--- src/rtl/ofh_pkg.sv ---
package ofh_pkg;
   typedef enum logic {
      OFH_IDLE = 1'b0,
      OFH_HOLD = 1'b1
   } ofh_state_e;
endpackage

--- src/rtl/ofh_qualify.sv ---
// Folds reset and bridge state into one kill term and gates trip pulses.
module ofh_qualify (
   input  logic rst_i,
   input  logic bridge_on_i,
   input  logic trip_i,
   output logic kill_o,
   output logic trip_ok_o
);
   always_comb begin
      kill_o    = rst_i | ~bridge_on_i;
      trip_ok_o = trip_i & bridge_on_i & ~rst_i;
   end
endmodule

--- src/rtl/ofh_timer.sv ---
// Restartable hold window: counts quiet cycles, drops hold at the limit.
module ofh_timer #(
   parameter int HOLD_CYCLES = 3000
) (
   input  logic clk_i,
   input  logic kill_i,
   input  logic trip_i,
   output logic hold_o
);
   import ofh_pkg::*;

   localparam int CNT_W = (HOLD_CYCLES > 2) ? $clog2(HOLD_CYCLES) : 1;
   localparam logic [CNT_W-1:0] LAST = CNT_W'(HOLD_CYCLES - 1);

   ofh_state_e     state_q;
   logic [CNT_W-1:0] cnt_q;

   always_ff @(posedge clk_i) begin
      if (kill_i) begin
         state_q <= OFH_IDLE;
         cnt_q   <= '0;
      end else if (trip_i) begin
         // a pulse always wins, even on the expiry edge
         state_q <= OFH_HOLD;
         cnt_q   <= '0;
      end else if (state_q == OFH_HOLD) begin
         if (cnt_q == LAST) begin
            state_q <= OFH_IDLE;
            cnt_q   <= '0;
         end else begin
            cnt_q <= cnt_q + 1'b1;
         end
      end
   end

   assign hold_o = (state_q == OFH_HOLD);
endmodule

--- src/rtl/ocp_fault_hold.sv ---
module ocp_fault_hold #(
   parameter int HOLD_CYCLES = 3000,
   parameter bit BUSY_EN     = 1'b1
) (
   input  logic clk_i,
   input  logic rst_i,
   input  logic bridge_on_i,
   input  logic trip_i,
   output logic fault_n_o,
   output logic busy_o
);
   generate
      if (HOLD_CYCLES < 2) begin : g_bad_hold
         $error("ocp_fault_hold: HOLD_CYCLES must be at least 2");
      end
   endgenerate

   logic kill;
   logic trip_ok;
   logic hold;

   ofh_qualify u_qual (
      .rst_i       (rst_i),
      .bridge_on_i (bridge_on_i),
      .trip_i      (trip_i),
      .kill_o      (kill),
      .trip_ok_o   (trip_ok)
   );

   ofh_timer #(.HOLD_CYCLES(HOLD_CYCLES)) u_timer (
      .clk_i  (clk_i),
      .kill_i (kill),
      .trip_i (trip_ok),
      .hold_o (hold)
   );

   assign fault_n_o = ~hold;

   generate
      if (BUSY_EN) begin : g_busy
         assign busy_o = hold;
      end else begin : g_no_busy
         assign busy_o = 1'b0;
      end
   endgenerate
endmodule

--- config.mk ---
export PLATFORM = sky130hd
export DESIGN_NAME = ocp_fault_hold
export DESIGN_NICKNAME = d
export VERILOG_FILES = /design/src/rtl/ofh_pkg.sv /design/src/rtl/ofh_qualify.sv /design/src/rtl/ofh_timer.sv /design/src/rtl/ocp_fault_hold.sv
export SDC_FILE = /design/constraint.sdc
export NUM_CORES = 1
export LEC_CHECK = 0
export BUFFER_PORTS_ARGS = -buffer_cell sky130_fd_sc_hd__buf_2
export CORE_AREA = 4 4 41 43
export CTS_BUF_LIST = sky130_fd_sc_hd__clkbuf_8
export DETAILED_ROUTE_END_ITERATION = 6
export DIE_AREA = 0 0 45 47
export GPL_ROUTABILITY_DRIVEN = 1
export PLACE_DENSITY = 0.72
export SYNTH_ARGS = -nofsm -noshare
export SYNTH_HDL_FRONTEND = slang
export SYNTH_SLANG_ARGS = --single-unit
--- constraint.sdc ---
create_clock -name clk_i -period 3.9 [get_ports clk_i]
set_clock_uncertainty 0.2 [all_clocks]
set_input_delay 0.585 -clock clk_i [delete_from_list [all_inputs] [get_ports clk_i]]
set_output_delay 0.585 -clock clk_i [all_outputs]
set_load 0.05 [all_outputs]
==> reports/qor.txt <==
status: finished clean
CP Launch Type: register
Yosys Warn Count: 0
slew margin rel.: 0.713
Cell Pwr Density: 373 nW/um^2
Synth Instances: 74
total CTS buffers: 3
Core Box Area: 1300 um^2
XOR/XNOR Fraction of Synth Area: 0.126
global-route wire length before repair: 2080 um
Slowest cell on crit path: dfxtp_1
remaining antenna violation count: 0
area grow syn2layout: 11.8%
leakage: 0.000211 uW
clk buf depth: 2
Synth Area in Simple Gates: 0.317
drt total wl: 1200 um
Die Height: 47 um
Post-Synth Adder-Cell Area: 0.0200
Via-to-Cell Ratio: 5.28
DRT Pass-1 Iters: 4
io pins: 6
Critical Path, Cell by Cell: inv_1 > buf_2
hold path start: u_timer.cnt_q[1]$_SDFFE_PP0P_
sequential share of the synthesized area: 0.415
Multi-input gate area: 340 um^2
family with the most delay on the worst path: flip-flops
most frequent cells in the layout: nor2_1, dfxtp_1, xnor2_1, nand4_1, nand2_1
Final period util: 0.541
critical path's largest stage delay: 580 ps
sink of the worst hold path: u_timer.cnt_q[1]$_SDFFE_PP0P_
Compound-Gate Fraction of Synth Area: 0.0798
die width: 45 um
FF-to-FF End: u_timer.cnt_q[11]$_SDFFE_PP0P_
clk slew on worst S/H paths: 50 ps
final setup fails: 0
Post-DP Area: 656 um^2
Worst Tran Pin Value: 430 ps
vias: 507
Critical Path End Type: output port
Initial Util: 0.482
clk root buf: clkbuf_8
total power: 261 uW
Final Util: 0.538
Synth Area per Inst: 8.47 um^2
Fillers: 129
port bufs: 5
Mapped Nets: 79
post-route cell area: 701 um^2
Final Slew Violations: 0
Fin. Hold Viols: 0
post-DP HPWL: 811 um
H-tree Lvls: 1
DRT iter0 DRCs: 11
all-layer global routing usage: 0.138
worst-skew pair later-pin latency: 240 ps
remaining routing DRC violations: 0
Hold Path Class: reg -> reg
worst path bufs/invs: 2
hold path depth: 2
nets: 87
largest family of logic cells by synthesized area: simple AND/OR/NAND/NOR gates
Synth area leader: dfxtp_1
synthesized area: 627 um^2
Netlist cell types: 23
setup TNS: 0 ps
CP max FO: 12
antenna cells: 0
Worst path depth: 2
RR Startpoint: u_timer.cnt_q[3]$_SDFFE_PP0P_
flop-to-flop setup slack: 1880 ps
CTS tree: yes
pin count of the biggest net entering global routing: 13
Remaining Overflow, GRT: 0
critical path class: reg -> out
Die Area: 2120 um^2
#FFs+latches synth: 13
WP data required: 3120 ps
vias in the first global route: 496
Sink Count: 13
Register-to-Register Path Depth: 4
Area contributors post-synth: dfxtp_1, xnor2_1, nor2_1
Hold Buf Count CTS: 0
routability cong.: 0.752
area share of the leading cell type in the synthesized netlist: 0.415
mux share of post-synthesis cell area: 0
layout cells sized above 1: 0.136
post-CTS sizing: 0
minimum clock period: 2110 ps
Fmax: 0.474 GHz
antenna violations before repair: 0
register area: 260 um^2
WL/cell: 12.5 um
row cnt: 13
peak supply drop: 0.229 mV
RSZ-0062 raised after global routing: false
CP arrival: 1320 ps
max_cap viols: 0
Post-CTS Setup Repair Bufs: 0
WHS: 313 ps
[Yosys cell counts]
master	number
o21bai_4	1
o21a_1	1
or2_2	2
nor3_1	2
xnor2_1	7
nand4_1	6
or4b_1	1
nand2_1	6
nor4_1	2
a211oi_1	1
buf_6	1
clkbuf_1	1
ha_1	1
a21oi_1	2
nor2b_1	1
or3_1	2
nand2b_1	1
xor2_1	2
nor2_1	13
inv_1	3
dfxtp_1	13
nand3_1	4
a31oi_1	1
[state kept, by name, indices dropped and copies added (netlist names)]
register,flops
u_timer.cnt_q,12
u_timer.hold_o,1
[cell families (layout without fill, tap and decap cells)]
| group | count (synthesis) | after routing |
|---|---|---|
| buffers and inverters | 5 | 12 |
| XOR/XNOR | 9 | 9 |
| flip-flops | 13 | 13 |
| AND/OR/NAND/NOR | 40 | 40 |
| AO/OA/AOI/OAI | 6 | 6 |
| adder cells (fa/ha/maj) | 1 | 1 |
[report_power, final]
part | total [uW] | switching [uW] | leakage, uW | internal, uW
Sequential | 136 | 1.91 | 0.000105 | 134
Clock | 114 | 45.1 | 0.0000269 | 69.3
Combinational | 11.3 | 7.43 | 0.0000794 | 3.90
Total | 261 | 54.4 | 0.000211 | 207
[worst max path at each step]
| stage | from | to | slack (ps) |
|---|---|---|---|
| floorplan | u_timer.hold_o$_SDFF_PP0_ | u_timer.cnt_q[5]$_SDFFE_PP0P_ | 1980 |
| global placement | u_timer.cnt_q[3]$_SDFFE_PP0P_ | u_timer.cnt_q[10]$_SDFFE_PP0P_ | 1930 |
| detailed placement | u_timer.cnt_q[3]$_SDFFE_PP0P_ | u_timer.cnt_q[3]$_SDFFE_PP0P_ | 1890 |
| CTS | u_timer.hold_o$_SDFF_PP0_ | fault_n_o | 1790 |
| global route | u_timer.hold_o$_SDFF_PP0_ | fault_n_o | 1710 |
| finish | u_timer.hold_o$_SDFF_PP0_ | fault_n_o | 1790 |
[per-stage QoR]
step	instances	setup WS, ps
6_report	96	1790
3_5_place_dp	92	1890
2_1_floorplan	74	1980
5_1_grt	96	1710
4_1_cts	96	1790
3_3_place_gp	92	1930
[worst register-to-register path, stage by stage (launching register included)]
cell and delay, ps:
dfxtp_1 360, or4b_1 530, or3_1 490, o21bai_4 250, nor2_1 80
[layer usage]
metal  track usage  up-vias  wire, um
met2         0.212       12       546
met3        0.0690        2        73
li1              -      272         -
met1         0.164      221       570
met5             0        -         0
met4        0.0526        0        12
[final cells by class]
type                            instances  area share
Sequential cell                        13       0.371
Multi-Input combinational cell         56       0.486
Tap cell                               15      0.0268
Clock buffer                            3      0.0589
Clock inverter                          1     0.00536
Timing Repair Buffer                    5      0.0357
Inverter                                3      0.0161
Power figures use the tool's default switching activity.
